<file path="config.mk">
export PLATFORM = sky130hd
export DESIGN_NAME = prescaled_updown_counter
export DESIGN_NICKNAME = d
export VERILOG_FILES = /design/src/rtl/pudc_pkg.sv /design/src/rtl/pudc_sync.sv /design/src/rtl/pudc_src_decode.sv /design/src/rtl/pudc_prescaler.sv /design/src/rtl/pudc_reset_ctl.sv /design/src/rtl/pudc_core.sv /design/src/rtl/prescaled_updown_counter.sv
export SDC_FILE = /design/constraint.sdc
export NUM_CORES = 1
export LEC_CHECK = 0
export ABC_AREA = 0
export BUFFER_PORTS_ARGS = -buffer_cell sky130_fd_sc_hd__buf_4
export CORE_MARGIN = 2
export CORE_UTILIZATION = 43
export DETAILED_ROUTE_END_ITERATION = 6
export MAX_ROUTING_LAYER = met4
export PLACE_DENSITY_LB_ADDON = 0.12
export SYNTH_ARGS = -nofsm -noshare
export SYNTH_HDL_FRONTEND = slang
export SYNTH_HIERARCHICAL = 1
export SYNTH_SLANG_ARGS = --single-unit
</file>
<file path="constraint.sdc">
create_clock -name clk -period 2.96 [get_ports clk]
set_input_delay 0.296 -clock clk [delete_from_list [all_inputs] [get_ports clk]]
set_output_delay 0.296 -clock clk [all_outputs]
set_load 0.02 [all_outputs]
</file>
<file path="src/rtl/pudc_pkg.sv">
package pudc_pkg;
  typedef enum logic [1:0] {
    SRC_MAIN = 2'd0,
    SRC_RING = 2'd1,
    SRC_SLOW = 2'd2,
    SRC_NONE = 2'd3
  } src_e;

  typedef enum logic [1:0] {
    RM_BOTH  = 2'd0,
    RM_FALL  = 2'd1,
    RM_RISE  = 2'd2,
    RM_LEVEL = 2'd3
  } rmode_e;

  localparam int PDIV_W = 7;

  typedef struct packed {
    src_e              src;
    logic [PDIV_W-1:0] div;
  } srcsel_t;
endpackage

</file>
<file path="src/rtl/pudc_sync.sv">
module pudc_sync #(
  parameter int STAGES = 2
) (
  input  logic clk,
  input  logic rst_n,
  input  logic d,
  output logic q
);
  logic [STAGES-1:0] sh;

  always_ff @(posedge clk or negedge rst_n) begin
    if (!rst_n) sh <= '0;
    else        sh <= {sh[STAGES-2:0], d};
  end

  assign q = sh[STAGES-1];
endmodule

</file>
<file path="src/rtl/pudc_src_decode.sv">
module pudc_src_decode import pudc_pkg::*; #(
  parameter bit WIDE_SEL = 1'b1
) (
  input  logic [3:0] code_i,
  output srcsel_t    sel_o
);
  if (WIDE_SEL) begin : g_wide
    always_comb begin
      sel_o.src = SRC_MAIN;
      sel_o.div = PDIV_W'(1);
      case (code_i)
        4'd0:  sel_o.div = PDIV_W'(1);
        4'd1:  sel_o.div = PDIV_W'(4);
        4'd2:  sel_o.div = PDIV_W'(12);
        4'd3:  sel_o.div = PDIV_W'(24);
        4'd4:  sel_o.div = PDIV_W'(64);
        4'd8:  sel_o.src = SRC_RING;
        4'd10: sel_o.src = SRC_SLOW;
        default: sel_o.src = SRC_NONE;
      endcase
    end
  end else begin : g_narrow
    always_comb begin
      sel_o.src = SRC_MAIN;
      sel_o.div = PDIV_W'(1);
      case (code_i)
        4'd0: sel_o.div = PDIV_W'(1);
        4'd1: sel_o.div = PDIV_W'(4);
        4'd2: sel_o.div = PDIV_W'(24);
        4'd3: sel_o.div = PDIV_W'(64);
        4'd4: sel_o.src = SRC_SLOW;
        4'd6: sel_o.src = SRC_RING;
        default: sel_o.src = SRC_NONE;
      endcase
    end
  end
endmodule

</file>
<file path="src/rtl/pudc_prescaler.sv">
module pudc_prescaler import pudc_pkg::*; (
  input  logic    clk,
  input  logic    rst_n,
  input  srcsel_t sel_i,
  input  logic    restart_i,
  input  logic    ring_s_i,
  input  logic    slow_s_i,
  output logic    tick_o
);
  logic [PDIV_W-1:0] phase;
  logic              ring_d, slow_d;
  logic              main_hit;

  assign main_hit = (phase >= sel_i.div - PDIV_W'(1));

  always_ff @(posedge clk or negedge rst_n) begin
    if (!rst_n) begin
      phase  <= '0;
      ring_d <= 1'b0;
      slow_d <= 1'b0;
    end else begin
      ring_d <= ring_s_i;
      slow_d <= slow_s_i;
      if (restart_i || sel_i.src != SRC_MAIN) phase <= '0;
      else if (main_hit)                      phase <= '0;
      else                                    phase <= phase + PDIV_W'(1);
    end
  end

  always_comb begin
    tick_o = 1'b0;
    if (!restart_i) begin
      case (sel_i.src)
        SRC_MAIN: tick_o = main_hit;
        SRC_RING: tick_o = ring_s_i & ~ring_d;
        SRC_SLOW: tick_o = slow_s_i & ~slow_d;
        default:  tick_o = 1'b0;
      endcase
    end
  end
endmodule

</file>
<file path="src/rtl/pudc_reset_ctl.sv">
module pudc_reset_ctl import pudc_pkg::*; (
  input  logic       clk,
  input  logic       rst_n,
  input  logic [1:0] mode_i,
  input  logic       req_s_i,
  input  logic       tick_i,
  output logic       edge_hit_o,
  output logic       level_hit_o
);
  logic   prev;
  logic   rose, fell;
  rmode_e mode;

  assign mode = rmode_e'(mode_i);
  assign rose = tick_i & req_s_i & ~prev;
  assign fell = tick_i & ~req_s_i & prev;

  always_ff @(posedge clk or negedge rst_n) begin
    if (!rst_n)      prev <= 1'b0;
    else if (tick_i) prev <= req_s_i;
  end

  always_comb begin
    case (mode)
      RM_BOTH: edge_hit_o = rose | fell;
      RM_FALL: edge_hit_o = fell;
      RM_RISE: edge_hit_o = rose;
      default: edge_hit_o = 1'b0;
    endcase
    level_hit_o = (mode == RM_LEVEL) && req_s_i;
  end
endmodule

</file>
<file path="src/rtl/pudc_core.sv">
module pudc_core #(
  parameter int DEPTH = 8
) (
  input  logic             clk,
  input  logic             rst_n,
  input  logic             tick_i,
  input  logic             level_hit_i,
  input  logic             edge_hit_i,
  input  logic             keep_i,
  input  logic             up_i,
  input  logic             load_lim_i,
  input  logic [DEPTH-1:0] limit_i,
  output logic [DEPTH-1:0] count_o,
  output logic             term_o
);
  logic [DEPTH-1:0] rst_val;

  assign rst_val = load_lim_i ? limit_i : '0;

  always_ff @(posedge clk or negedge rst_n) begin
    if (!rst_n) begin
      count_o <= '0;
      term_o  <= 1'b0;
    end else begin
      term_o <= 1'b0;
      if (level_hit_i) begin
        count_o <= rst_val;
      end else if (tick_i) begin
        if (edge_hit_i) begin
          count_o <= rst_val;
        end else if (!keep_i) begin
          if (up_i) begin
            if (count_o >= limit_i) begin
              count_o <= '0;
              term_o  <= 1'b1;
            end else begin
              count_o <= count_o + DEPTH'(1);
            end
          end else if (count_o == '0) begin
            count_o <= limit_i;
            term_o  <= 1'b1;
          end else begin
            count_o <= count_o - DEPTH'(1);
          end
        end
      end
    end
  end
endmodule

</file>
<file path="src/rtl/prescaled_updown_counter.sv">
module prescaled_updown_counter import pudc_pkg::*; #(
  parameter int DEPTH       = 8,
  parameter bit WIDE_SEL    = 1'b1,
  parameter int SYNC_STAGES = 2
) (
  input  logic             clk,
  input  logic             rst_n,
  input  logic             ring_clk_i,
  input  logic             lf_clk_i,
  input  logic [3:0]       clk_sel_i,
  input  logic [1:0]       rst_mode_i,
  input  logic             rst_to_cnt_i,
  input  logic [DEPTH-1:0] cnt_val_i,
  input  logic             rst_in_i,
  input  logic             keep_i,
  input  logic             up_i,
  output logic             term_o,
  output logic             err_o,
  output logic [DEPTH-1:0] count_o
);
  localparam int NSYNC = 3;

  logic [NSYNC-1:0] raw_in, synced;
  srcsel_t          sel;
  logic [3:0]       sel_q;
  logic             restart, tick, edge_hit, level_hit;

  assign raw_in = {rst_in_i, lf_clk_i, ring_clk_i};

  for (genvar g = 0; g < NSYNC; g++) begin : g_sync
    pudc_sync #(.STAGES(SYNC_STAGES)) u_sync (
      .clk(clk), .rst_n(rst_n), .d(raw_in[g]), .q(synced[g])
    );
  end

  pudc_src_decode #(.WIDE_SEL(WIDE_SEL)) u_dec (
    .code_i(clk_sel_i), .sel_o(sel)
  );

  assign restart = (sel_q != clk_sel_i);

  always_ff @(posedge clk or negedge rst_n) begin
    if (!rst_n) begin
      sel_q <= '0;
      err_o <= 1'b0;
    end else begin
      sel_q <= clk_sel_i;
      err_o <= (sel.src == SRC_NONE);
    end
  end

  pudc_prescaler u_pre (
    .clk(clk), .rst_n(rst_n), .sel_i(sel), .restart_i(restart),
    .ring_s_i(synced[0]), .slow_s_i(synced[1]), .tick_o(tick)
  );

  pudc_reset_ctl u_rctl (
    .clk(clk), .rst_n(rst_n), .mode_i(rst_mode_i), .req_s_i(synced[2]),
    .tick_i(tick), .edge_hit_o(edge_hit), .level_hit_o(level_hit)
  );

  pudc_core #(.DEPTH(DEPTH)) u_core (
    .clk(clk), .rst_n(rst_n), .tick_i(tick), .level_hit_i(level_hit),
    .edge_hit_i(edge_hit), .keep_i(keep_i), .up_i(up_i),
    .load_lim_i(rst_to_cnt_i), .limit_i(cnt_val_i),
    .count_o(count_o), .term_o(term_o)
  );
endmodule

</file>
**After elaboration in Yosys (flattened, before gate mapping)**

Cells that the tools add are included.

- Input bits: 22
- Output and inout port bits: 10
- Register bits: 30
- Logic and storage cells: 74

- $lt $le $gt $ge: 2
- Reduce and logical (&&, ||, !) cells: 10
- Eq/ne operators: 14
- Multiplexer cells: 22
- $add $sub $neg: 4
- Bitwise operators: 11

Operator list:

| operator | number |
|---|---|
| two-way mux 8 bit | 8 |
| one-hot mux 7 bit (4 select lines) | 1 |
| two-way mux 7 bit | 2 |
| adder 8 x 1 -> 8 bit (second input constant) | 1 |
| equality test 2 bit (second input constant) | 4 |
| equality test 4 x 2 -> 1 bit (second input constant) | 2 |
| equality test 4 bit (second input constant) | 2 |
| >= comparator 8 bit | 1 |
| zero test 8 bit | 1 |
| two-way mux 1 bit | 8 |
| subtractor 8 x 1 -> 8 bit (second input constant) | 1 |
| adder 7 x 1 -> 7 bit (second input constant) | 1 |
| >= comparator 7 bit | 1 |
| subtractor 7 x 1 -> 7 bit (second input constant) | 1 |
| AND 1 bit | 6 |
| one-hot mux 1 bit (3 select lines) | 2 |
| one-hot mux 2 bit (3 select lines) | 1 |
| OR reduction 5 bit | 1 |
| equality test 2 x 1 -> 1 bit (second input constant) | 2 |
| equality test 4 x 1 -> 1 bit (second input constant) | 1 |
| equality test 4 x 3 -> 1 bit (second input constant) | 1 |
| zero test 2 bit | 2 |
| zero test 4 bit | 1 |
| inequality test 4 bit | 1 |
| other kinds (7) | 11 |

**Depth between registers and ports, before layout**

- Depth in word-level cells: 13
- Mapped depth: 21
- Gate-level depth less buffers: 19

**Hierarchy**

Netlist, hierarchy kept.

Modules (own cells, without submodules):

| module | times used | seq. area each (µm²) | area each (µm²) | cells an instance |
|---|---|---|---|---|
| pudc_core | 1 | 225.2 | 1227.4 | 158 |
| pudc_prescaler | 1 | 225.2 | 614.3 | 66 |
| prescaled_updown_counter | 1 | 125.1 | 172.7 | 11 |
| pudc_sync | 3 | 50.0 | 50.0 | 2 |
| pudc_src_decode | 1 | 0.0 | 110.1 | 18 |
| pudc_reset_ctl | 1 | 25.0 | 67.6 | 7 |

**Least setup slack after synthesis**

Ideal clock, no wire load.

- Path kind: input-to-reg
- From: input clk_sel_i[0]
- To: register u_core.count_o[4]
- Setup time: 0.065 ns
- Arrival time: 4.111 ns
- Cell stages on the path: 19
- Data required time: 2.895 ns
- Path slack: -1.216 ns
- Buffers on the path: 0
- Cells stage by stage: o21ai_1 -> or3b_1 -> inv_1 -> ha_1 -> nand2_1 -> nor3_1 -> xnor2_1 -> ha_1 -> nand2_1 -> o21ai_1 -> a21oi_1 -> a2111oi_0 -> nand2_1 -> o31ai_2 -> nand2b_1 -> a21oi_1 -> or4b_2 -> nor3_1 -> a2111o_1

RTL lines:

| element | line | text |
|---|---|---|
| start, declared | prescaled_updown_counter.sv:10 | `input logic [3:0] clk_sel_i,` |
| end signal, assigned | pudc_core.sv:27 | `count_o <= rst_val;` |
| end signal, assigned | pudc_core.sv:30 | `count_o <= rst_val;` |
| end signal, assigned | pudc_core.sv:37 | `count_o <= count_o + DEPTH'(1);` |
| end, declared | pudc_core.sv:13 | `output logic [DEPTH-1:0] count_o,` |

==> reports/results.tsv <==
metric	value	unit
proportion of power drawn by the clock network	22.1	%
post-layout instance count excluding filler cells	390	
overall global routing resource usage	19.97	%
# port buffers	31	
fraction of registers with async set/reset	100.0	%
most used flip-flop cell after synthesis	dfrtp_1	
critical path's slowest cell	or4b_4	
Cell Int Power	0.9579	mW
average wire length per cell after detail routing	14.85	um
crit path buf inv count	2	
CTS tree	built	
Worst Path Required	3.19	ns
area grow syn2layout	32.48	%
H-Tree Depth	2	
Root Buffer	clkbuf_8	
Final Hold Viols	0	
pin count of the biggest net entering global routing	31	
switching part of the total	39.24	%
Gate power share	44.0	%
Die X-Extent	77.81	um
area share of the leading cell type in the synthesized netlist	32.05	%
post-synthesis cell area	2342	um^2
antenna viol nets, final	0	
clock latency of the later-clocked register in the worst-skew pair	0.28	ns
routed wire length	5.793	mm
Tmin final	3.515	ns
global-route wire length before repair	9.239	mm
number of clock sinks	30	
Row Count	26	
worst hold path class	in2reg	
max_cap viols	0	
R2R Path End	u_core/count_o[4]	
RSZ-0062 raised after global routing	yes	
Switching Power	0.6186	mW
Final Max Slew Viols	0	
number of cells on the worst reg-to-reg path	12	
via count	2106	
number of design-rule violations left by the first detailed-router iteration	96	
DR WL met2	2.544	mm
via count of the first global-routing pass	1901	
Worst Hold Path EP	g_sync[2].u_sync/sh[0]	
crit path DAT	3.75	ns
final setup violating endpoints	9	
launch instance of the worst register-to-register path	u_pre/phase[2]	
largest incremental delay on the critical path	0.52	ns
met3 WL	296	um
DIE HEIGHT	77.81	um
post-layout worst setup margin	-0.5554	ns
number of enable flip-flop cells after synthesis	0	
classification of the worst setup path	in2reg	
Via density	5.400	
layout cell share with drive strength beyond 1	33.44	%
maximum net fanout on the critical path	4	
Total Die Area	6054	um^2
share of the clock period used by the worst path after layout	118.8	%
register clock-pin slew on the reported worst setup and hold paths	0.07	ns
instance area after placement	2829	um^2
sequential cell area	750.7	um^2
final design instance area without fill	3103	um^2
total instance count after detailed placement	377	
pwr/cell area	508.1	nW/um^2
failing checks	negative setup slack	
maximum clock rate	284.5	MHz
initial antenna violation count	0	
post-synthesis cell count	266	
synth top area cells	dfrtp_1 (32%), ha_1 (11%), xnor2_1 (4.5%)	
core footprint	5172	um^2
top sig layer	met4	
post-synthesis sequential area ratio	32.05	%
Post-Synthesis Mean Instance Area	8.805	um^2
hpwl dp	4.202	mm
most frequent cells after synthesis	dfrtp_1 (30), ha_1 (20), inv_1 (20), nor2_1 (19), a21oi_1 (17)	
crit end category	register	
Overflow after GRT	0	
I/O pin total	32	
crit path cell chain	buf_8 > o21ai_2 > or3b_4 > inv_4 > ha_4 > nand2_2 > nor3_2 > xnor2_1 > ha_1 > nand2_2 > o21ai_2 > a21oi_2 > a2111oi_4 > nand2_2 > o31ai_4 > nand2b_4 > a21oi_4 > or4b_4 > nor3_2 > a2111o_1	
nature of the critical path startpoint	input port	
cts bufs inserted	5	
post-route clock skew	0.009573	ns
cell with the most instances on the worst path	nand2_2	
total of flip-flops plus latches after synthesis	30	
outcome	finished with violations	
yosys synthesis warning count	6	
routability congestion estimate	0.8346	
number of distinct standard cells referenced by the synthesized netlist	65	
routed metal-1 wirelength	2.833	mm
startpoint of the lowest-slack hold path	rst_in_i	
area taken by multi-input logic gates	1609	um^2
router iterations before antenna repair	4	
drt drc	0	
share of total power in sequential cells	33.9	%
library cell with the highest instance count after synthesis	dfrtp_1	
maximum resistive drop on vdd	0.2804	mV
worst setup timing slack at the placement stage	-0.8727	ns
Worst Hold Depth	1	
deepest clock path buffer count	2	
fillcell total	451	
setup_tns	-3.591	ns
nets	361	
Antenna Cells	0	
Crit path max-delay family	simple AND/OR/NAND/NOR gates	
Static Leak	1.363	nW
leading area contributor after synthesis	dfrtp_1	
minimum setup slack among reg-to-reg paths	0.05	ns
starting density of the core	45.28	%
## cell type report
cell class	count	area share, %
clock buffers	6	2.661
clock inverters	2	0.4032
inverters	20	2.500
multi-input cells	202	51.85
flip-flops and latches	30	24.19
well taps	70	2.823
repair buffers	60	15.56
## logic make-up after synthesis
logic type | synth area share, %
simple gates | 20.94
mux | 0.9081
other cells | 0.1601
xor+xnor | 7.853
flops | 32.05
compound gates | 20.73
buf+inv | 6.677
fa+ha+maj | 10.68
## flip-flops by register name (all words and copies together), names as in the netlist
name	cells
u_core/count_o	8
u_pre/phase	7
g_sync.u_sync/sh	6
sel_q	4
err_o	1
u_core/term_o	1
u_pre/ring_d	1
u_pre/slow_d	1
u_rctl/prev	1
## cell usage in the layout (no fill, tap or decap), types with 10 or more instances in the layout
| cell | instances |
|---|---|
| buf_4 | 52 |
| xnor2_1 | 12 |
| ha_1 | 19 |
| nor3_1 | 12 |
| dfrtp_1 | 30 |
| inv_1 | 19 |
| a21oi_1 | 10 |
| nand2_1 | 11 |
| nor2_1 | 16 |
## power by group through the flow
stage          logic [mW]  clock network, mW  registers [mW]
6_report            0.694              0.348           0.534
5_1_grt             0.757              0.376           0.544
4_1_cts             0.664              0.360           0.530
3_5_place_dp        0.657                  0           0.538
3_3_place_gp        0.651                  0           0.540
2_1_floorplan       0.419                  0           0.561
## metrics by stage
step / power, mW / utilization (%) / hold slack (ns)
final: 1.577 / 59.99 / 0.1180
after global routing: 1.677 / 59.99 / 0.1042
after CTS: 1.554 / 57.23 / 0.1098
after detailed placement: 1.194 / 54.69 / 0.2501
after global placement: 1.191 / 54.69 / 0.2499
after floorplan: 0.9803 / - / 0.0004090
## worst max path at each step
stage                       from                 to  slack, ns  cells past startpoint
CTS                 clk_sel_i[0]  u_core/count_o[4]      -0.47                     20
floorplan           clk_sel_i[0]  u_core/count_o[4]      -0.55                     19
global route        clk_sel_i[0]  u_core/count_o[4]      -0.76                     20
global placement    clk_sel_i[0]  u_core/count_o[4]      -0.75                     20
detailed placement  clk_sel_i[0]  u_core/count_o[2]      -0.87                     20
finish              clk_sel_i[0]  u_core/count_o[4]      -0.56                     20
## repair_timing
item,CTS,global route
buffers inserted,1,4
resized for setup,6,27
setup endpoints to repair,9,9
pin swaps,1,5
hold buffers,1,0
hold endpoints to repair,30,0
## layer usage
layer | up-vias | track usage, %
li1 | 1063 | -
met1 | 986 | 29.14
met2 | 48 | 27.93
met3 | 9 | 3.372
met4 | 0 | 6.607
met5 | - | -
## worst reg2reg max path, stage by stage, from the launching register on
cell	delay (ns)
dfrtp_1	0.42
ha_1	0.31
nand2_1	0.05
o21ai_0	0.28
a21oi_2	0.12
a2111oi_4	0.35
nand2_2	0.13
o31ai_4	0.21
nand2b_4	0.18
a21oi_4	0.07
or4b_4	0.52
nor3_2	0.11
a2111o_1	0.11
Power figures use the tool's default switching activity.
